==> src/rtl/rsv_pkg.sv <==
package rsv_pkg;
    typedef enum logic [1:0] {
        WD_OFF  = 2'd0,
        WD_RUN  = 2'd1,
        WD_HOLD = 2'd2
    } wd_state_t;

    localparam logic [2:0] WD_CLEAR_KEY = 3'b001;

    function automatic int unsigned max3(int unsigned a, int unsigned b, int unsigned c);
        int unsigned m;
        m = (a > b) ? a : b;
        return (m > c) ? m : c;
    endfunction
endpackage

==> src/rtl/rsv_window.sv <==
module rsv_window #(
    parameter int unsigned N_RAILS = 4
) (
    input  logic               clk,
    input  logic               rst_n,
    input  logic [N_RAILS-1:0] rail_en,
    input  logic [N_RAILS-1:0] rail_under,
    input  logic [N_RAILS-1:0] rail_over,
    input  logic               seq_active,
    input  logic [N_RAILS-1:0] rail_slewing,
    output logic               fault_q
);
    logic [N_RAILS-1:0] seq_fault;
    logic [N_RAILS-1:0] run_fault;

    for (genvar i = 0; i < N_RAILS; i++) begin : g_rail
        // sequencing: both thresholds count; steady state: lower only, slewing exempt
        assign seq_fault[i] = rail_en[i] & (rail_under[i] | rail_over[i]);
        assign run_fault[i] = rail_en[i] & ~rail_slewing[i] & rail_under[i];
    end

    always_ff @(posedge clk or negedge rst_n) begin
        if (!rst_n) fault_q <= 1'b0;
        else        fault_q <= seq_active ? (|seq_fault) : (|run_fault);
    end


    p_disabled_quiet_r2: assert property (@(posedge clk) disable iff (!rst_n)
        (rail_en == '0) |=> !fault_q);

    p_seq_low_fault_r3: assert property (@(posedge clk) disable iff (!rst_n)
        (seq_active && |(rail_en & rail_under)) |=> fault_q);

    p_steady_release_r4: assert property (@(posedge clk) disable iff (!rst_n)
        (!seq_active && ((rail_en & rail_under) == '0)) |=> !fault_q);
endmodule

==> src/rtl/rsv_wdog.sv <==
module rsv_wdog
    import rsv_pkg::*;
#(
    parameter int unsigned TICKS_D1   = 8,
    parameter int unsigned TICKS_D2   = 16,
    parameter int unsigned TICKS_D3   = 32,
    parameter int unsigned HOLD_TICKS = 4
) (
    input  logic       clk,
    input  logic       rst_n,
    input  logic       tick,
    input  logic [1:0] dur,
    input  logic       clr_wr,
    input  logic [2:0] clr_val,
    input  logic       mode_chg,
    input  logic       act_sel,
    output logic       wd_hold,
    output logic       wd_irq,
    output logic       force_m0,
    output logic       chg_susp
);
    localparam int unsigned MAXT = max3(TICKS_D1, TICKS_D2, TICKS_D3);
    localparam int unsigned CW   = $clog2(MAXT + 1);
    localparam int unsigned HCW  = $clog2(HOLD_TICKS + 1);

    wd_state_t       state, state_n;
    logic [CW-1:0]   cnt, cnt_n, limit;
    logic [HCW-1:0]  hcnt, hcnt_n;
    logic            expire, restart, clr_key;

    assign clr_key = clr_wr && (clr_val == WD_CLEAR_KEY);
    assign restart = clr_key || mode_chg;

    always_comb begin
        unique case (dur)
            2'd1:    limit = CW'(TICKS_D1);
            2'd2:    limit = CW'(TICKS_D2);
            2'd3:    limit = CW'(TICKS_D3);
            default: limit = '0;
        endcase
    end

    always_comb begin
        state_n = state;
        cnt_n   = cnt;
        hcnt_n  = hcnt;
        expire  = 1'b0;
        unique case (state)
            WD_OFF: begin
                if (dur != 2'd0) begin        // arm
                    state_n = WD_RUN;
                    cnt_n   = '0;
                end
            end
            WD_RUN: begin
                if (dur == 2'd0) begin        // disarm
                    state_n = WD_OFF;
                    cnt_n   = '0;
                end else if (restart) begin
                    cnt_n = '0;
                end else if (tick) begin
                    if (cnt >= limit - 1'b1) begin  // expire
                        expire  = 1'b1;
                        state_n = WD_HOLD;
                        cnt_n   = '0;
                        hcnt_n  = '0;
                    end else begin
                        cnt_n = cnt + 1'b1;
                    end
                end
            end
            WD_HOLD: begin
                if (tick) begin
                    if (hcnt == HCW'(HOLD_TICKS - 1)) begin  // release
                        state_n = (dur != 2'd0) ? WD_RUN : WD_OFF;
                        hcnt_n  = '0;
                        cnt_n   = '0;
                    end else begin
                        hcnt_n = hcnt + 1'b1;
                    end
                end
            end
            default: state_n = WD_OFF;
        endcase
    end

    // state register
    always_ff @(posedge clk or negedge rst_n) begin
        if (!rst_n) begin
            state <= WD_OFF;
            cnt   <= '0;
            hcnt  <= '0;
        end else begin
            state <= state_n;
            cnt   <= cnt_n;
            hcnt  <= hcnt_n;
        end
    end

    // outputs
    always_ff @(posedge clk or negedge rst_n) begin
        if (!rst_n) begin
            wd_irq   <= 1'b0;
            force_m0 <= 1'b0;
            chg_susp <= 1'b0;
        end else begin
            wd_irq   <= expire;
            force_m0 <= expire;
            if (expire && act_sel) chg_susp <= 1'b1;
            else if (clr_key)      chg_susp <= 1'b0;
        end
    end

    assign wd_hold = (state == WD_HOLD);


    p_irq_single_r9: assert property (@(posedge clk) disable iff (!rst_n)
        wd_irq |=> !wd_irq);

    p_irq_in_hold_r9: assert property (@(posedge clk) disable iff (!rst_n)
        wd_irq |-> wd_hold);

    p_off_no_expiry_r7: assert property (@(posedge clk) disable iff (!rst_n)
        (dur == 2'd0) |=> !wd_irq);

    p_suspend_needs_sel_r10: assert property (@(posedge clk) disable iff (!rst_n)
        $rose(chg_susp) |-> (wd_irq && $past(act_sel)));
endmodule

==> src/rtl/rail_reset_supervisor.sv <==
module rail_reset_supervisor #(
    parameter int unsigned N_RAILS    = 4,
    parameter int unsigned TICKS_D1   = 8,
    parameter int unsigned TICKS_D2   = 16,
    parameter int unsigned TICKS_D3   = 32,
    parameter int unsigned HOLD_TICKS = 4
) (
    input  logic               clk,
    input  logic               rst_n,
    input  logic [N_RAILS-1:0] rail_en,
    input  logic [N_RAILS-1:0] rail_under,
    input  logic [N_RAILS-1:0] rail_over,
    input  logic               seq_active,
    input  logic [N_RAILS-1:0] rail_slewing,
    input  logic               mode_switch,
    input  logic               wdclr_wr,
    input  logic [2:0]         wdclr_val,
    input  logic [1:0]         wd_dur,
    input  logic               wd_suspend_sel,
    input  logic               slow_tick,
    output logic               rst_pull_low,
    output logic               wd_irq,
    output logic               force_mode0,
    output logic               chg_suspend
);
    logic win_fault;
    logic wd_hold;

    rsv_window #(.N_RAILS(N_RAILS)) u_window (
        .clk          (clk),
        .rst_n        (rst_n),
        .rail_en      (rail_en),
        .rail_under   (rail_under),
        .rail_over    (rail_over),
        .seq_active   (seq_active),
        .rail_slewing (rail_slewing),
        .fault_q      (win_fault)
    );

    rsv_wdog #(
        .TICKS_D1   (TICKS_D1),
        .TICKS_D2   (TICKS_D2),
        .TICKS_D3   (TICKS_D3),
        .HOLD_TICKS (HOLD_TICKS)
    ) u_wdog (
        .clk      (clk),
        .rst_n    (rst_n),
        .tick     (slow_tick),
        .dur      (wd_dur),
        .clr_wr   (wdclr_wr),
        .clr_val  (wdclr_val),
        .mode_chg (mode_switch),
        .act_sel  (wd_suspend_sel),
        .wd_hold  (wd_hold),
        .wd_irq   (wd_irq),
        .force_m0 (force_mode0),
        .chg_susp (chg_suspend)
    );

    assign rst_pull_low = win_fault | wd_hold;

    // expiry always pulls the reset line
    p_wd_drives_reset_r9: assert property (@(posedge clk) disable iff (!rst_n)
        wd_irq |-> rst_pull_low);
    // mode 0 request accompanies the interrupt
    p_force_with_irq_r9: assert property (@(posedge clk) disable iff (!rst_n)
        force_mode0 |-> wd_irq);
endmodule

==> config.mk <==
export PLATFORM = sky130hd
export DESIGN_NAME = rail_reset_supervisor
export DESIGN_NICKNAME = d
export VERILOG_FILES = /design/src/rtl/rsv_pkg.sv /design/src/rtl/rsv_window.sv /design/src/rtl/rsv_wdog.sv /design/src/rtl/rail_reset_supervisor.sv
export SDC_FILE = /design/constraint.sdc
export NUM_CORES = 1
export LEC_CHECK = 0
export CAP_MARGIN = 15
export CORE_MARGIN = 2
export CORE_UTILIZATION = 47
export CTS_CLUSTER_DIAMETER = 60
export DETAILED_ROUTE_END_ITERATION = 16
export GPL_TIMING_DRIVEN = 1
export PLACE_DENSITY = 0.8
export SETUP_SLACK_MARGIN = 0.15
export SYNTH_ARGS = -nofsm -noshare
export SYNTH_HDL_FRONTEND = slang
export SYNTH_SLANG_ARGS = --single-unit
==> constraint.sdc <==
create_clock -name clk -period 4.2 [get_ports clk]
set_input_delay 0.84 -clock clk [delete_from_list [all_inputs] [get_ports clk]]
set_output_delay 0.84 -clock clk [all_outputs]
set_load 0.1 [all_outputs]
==> results.py <==
metrics = {
    "outcome": {
        "run_status": "finished clean",
    },
    "detailed_routing": {
        "drc": 0,
        "vias": 871,
        "wl_per_cell_um": 13.52,
        "drtIter0Drc": 15,
        "routed_via_density": 5.619,
        "drt_wl_total_um": 2096,
        "postRouteAntennaNets": 0,
        "dr.pass1.iters": 4,
    },
    "cells_and_area": {
        "area_delta_synth_final_pct": 39.89,
        "design_area_sq_um": 1281,
        "drive_gt1_share_pct": 10.77,
        "fillers": 144,
        "diodes": 0,
        "nets": 166,
    },
    "yosys": {
        "synth-main-ff-cell": "dfrtp_1",
        "syn-num-nets": 132,
        "synth.top_cell.area_share_pct": 38.25,
        "ys_warn_count": 0,
        "synth_edf_count": 0,
        "synth.area.top_cells": "dfrtp_1, ha_1, o21ai_0, nand2_1, o22ai_1",
        "syn_area_per_cell_sq_um": 9.442,
        "synthArstFlopShare_pct": 100.0,
        "yosysSeqAreaShare_pct": 38.25,
        "syn_area_sq_um": 915.9,
        "synth_area_leader_cell": "dfrtp_1",
        "ys_seq_elements": 14,
        "synthCells": 97,
        "yosysUniqueCellTypes": 37,
    },
    "clock_network": {
        "clockBufferDepth": 2,
        "hold_buffers": 0,
        "cts.repair.resized": 0,
        "clkTransAtPathRegs_ps": 90,
        "postCtsSetupBuffers": 0,
        "h-tree-depth": 1,
        "cts_made_buffers": 3,
        "cts_tree": "done",
        "cts_root_buf": "clkbuf_4",
        "clk_latency_ps": 290,
        "clock-sinks": 14,
    },
    "power_and_ir_drop": {
        "vdd_drop_max_v": 0.0001614,
        "powerDensity_nw_per_um2": 245.6,
        "power_leakage_nw": 0.5500,
        "total_power_uw": 314.7,
    },
    "run": {
        "maxCapViolCount": 0,
    },
    "global_routing": {
        "antenna_found_initial": 0,
        "grt_pass1_wl_um": 3360,
        "grt_max_degree": 15,
        "grt_usage_pct": 20.86,
        "overflow": 0,
        "grt_pass1_vias": 838,
    },
    "setup_path": {
        "slowest_stage": "clkdlybuf4s50_1",
        "timing.critical_path.fanout_max": 8,
        "cp-end-kind": "primary output",
        "crit_path_cell_trace": "nand2b_1 > or2b_1 > clkdlybuf4s50_1",
        "max_stage_delay_ps": 1130,
        "path_class": "reg -> out",
        "worstSetupStartpointType": "register",
        "critPathArrivalTime_ps": 2340,
        "crit_required_ps": 3360,
    },
    "floorplanning": {
        "io_pins": 32,
        "core_area_sq_um": 1783,
        "die_h_um": 48.15,
        "fp-row-count": 15,
        "die_area_sq_um": 2318,
        "start_util_pct": 51.37,
        "fp.dieW_um": 48.15,
    },
    "timing": {
        "tightest_slew_ps": 984.7,
        "fmax_mhz": 314.6,
        "fin_worst_skew_ps": 7.625,
        "finalSetupTns_ps": 0,
        "setup_viol": 0,
        "finalMaxSlewViolations": 0,
        "hold_viol": 0,
        "period_minus_slack_ps": 3178,
        "maxSlewHeadroom_pct": 34.15,
        "fin_hold_ws_ps": 527.1,
        "finalCritPeriodShare_pct": 75.67,
        "grt_setup_unrepaired": "no",
        "worst_slack_ps": 1022,
    },
    "placed_design": {
        "hpwl_um": 1643,
        "gp_congestion": 0.8112,
        "pre_cts_slack_ps": 1119,
        "port-buffer-count": 31,
        "placed_area_sq_um": 1245,
    },
    "hold_path": {
        "min_path_type": "reg -> reg",
    },
}
[Yosys cell counts, types with 2 or more instances]
master and number:
a21oi_1 4, or2b_1 2, and2b_2 2, and4_1 2
nand2_1 11, ha_1 7, nor2_1 4, nor3_1 4
inv_1 5, o21ai_0 9, o22ai_1 4, dfrtp_1 14
nand3_1 2, nand2b_1 2, or3_2 2, mux2_2 2
[worst max-delay path: cells and delay by family (launching register included)]
family | cells | cell delay (ps)
buffers and inverters | 1 | 1130
flip-flops | 1 | 450
AND/OR/NAND/NOR | 2 | 470
[cell type report]
cell class	count	area (sq um)	area share, %
clock buffers	4	36.28	2.832
multi-input cells	76	534.3	41.70
well taps	25	31.28	2.441
repair buffers	31	310.3	24.22
inverters	5	18.77	1.465
flip-flops and latches	14	350.3	27.34
[through the flow]
step / util, % / instances
global route: 71.86 / 155
detailed placement: 69.82 / 151
CTS: 71.86 / 155
global placement: 69.82 / 151
finish: 71.86 / 155
floorplan: - / 97
[worst paths after layout]
| kind | from | to | slack, ps | cells after the start |
|---|---|---|---|---|
| hold / removal | u_wdog.chg_susp$_DFFE_PN0P_ | u_wdog.chg_susp$_DFFE_PN0P_ | 530 | 2 |
| setup / recovery | u_wdog.state[0]$_DFFE_PN0P_ | rst_pull_low | 1020 | 3 |
| min in group asynchronous | rst_n | u_wdog.cnt[5]$_DFFE_PN0P_ | 930 | 1 |
| max in group asynchronous | rst_n | u_wdog.hcnt[2]$_DFFE_PN0P_ | 2860 | 1 |
| setup reg to reg | u_wdog.state[1]$_DFFE_PN0P_ | u_wdog.cnt[0]$_DFFE_PN0P_ | 2270 | 5 |
| hold reg to reg | u_wdog.chg_susp$_DFFE_PN0P_ | u_wdog.chg_susp$_DFFE_PN0P_ | 530 | 2 |
[logic make-up after synthesis]
logic type | after synthesis | synth area share [%]
muxes | 2 | 2.459
xor gates and xnor gates | 1 | 0.9565
buffers and inverters | 7 | 3.415
and+or+nand+nor | 37 | 23.77
DFF | 14 | 38.25
AOI/OAI and AO/OA | 29 | 21.59
adders and majority gates | 7 | 9.562
[state kept, by name (all words and copies together) (netlist names)]
name,count
u_wdog.wd_irq,1
u_wdog.state,2
u_wdog.cnt,6
u_wdog.hcnt,3
u_wdog.chg_susp,1
u_window.fault_q,1
[layout by cell type (no fill, tap or decap), types with 2 or more instances in the layout]
cell / instances
clkdlybuf4s50_1: 31
dfrtp_1: 14
nand2_1: 11
o21ai_0: 9
ha_1: 7
inv_1: 5
nor2_1: 4
o22ai_1: 4
nor3_1: 4
a21oi_1: 4
clkbuf_4: 3
nand2b_1: 2
or2b_1: 2
and4_1: 2
and2b_2: 2
nand3_1: 2
mux2_2: 2
or3_2: 2
[power by group]
group,internal [mW],switching [mW]
Sequential,0.139,0.00364
Clock,0.0528,0.0484
Combinational,0.0371,0.0339
[per-layer routing]
metal  up-vias  global-route usage (%)  part of all wire (%)
li1        427                       -                     -
met1       407                   24.71                    43
met2        37                   38.16                    51
met3         0                   3.333                   5.6
met4         0                   6.486                     0
met5         -                       0                     0
(Power assumes the default switching activity.)
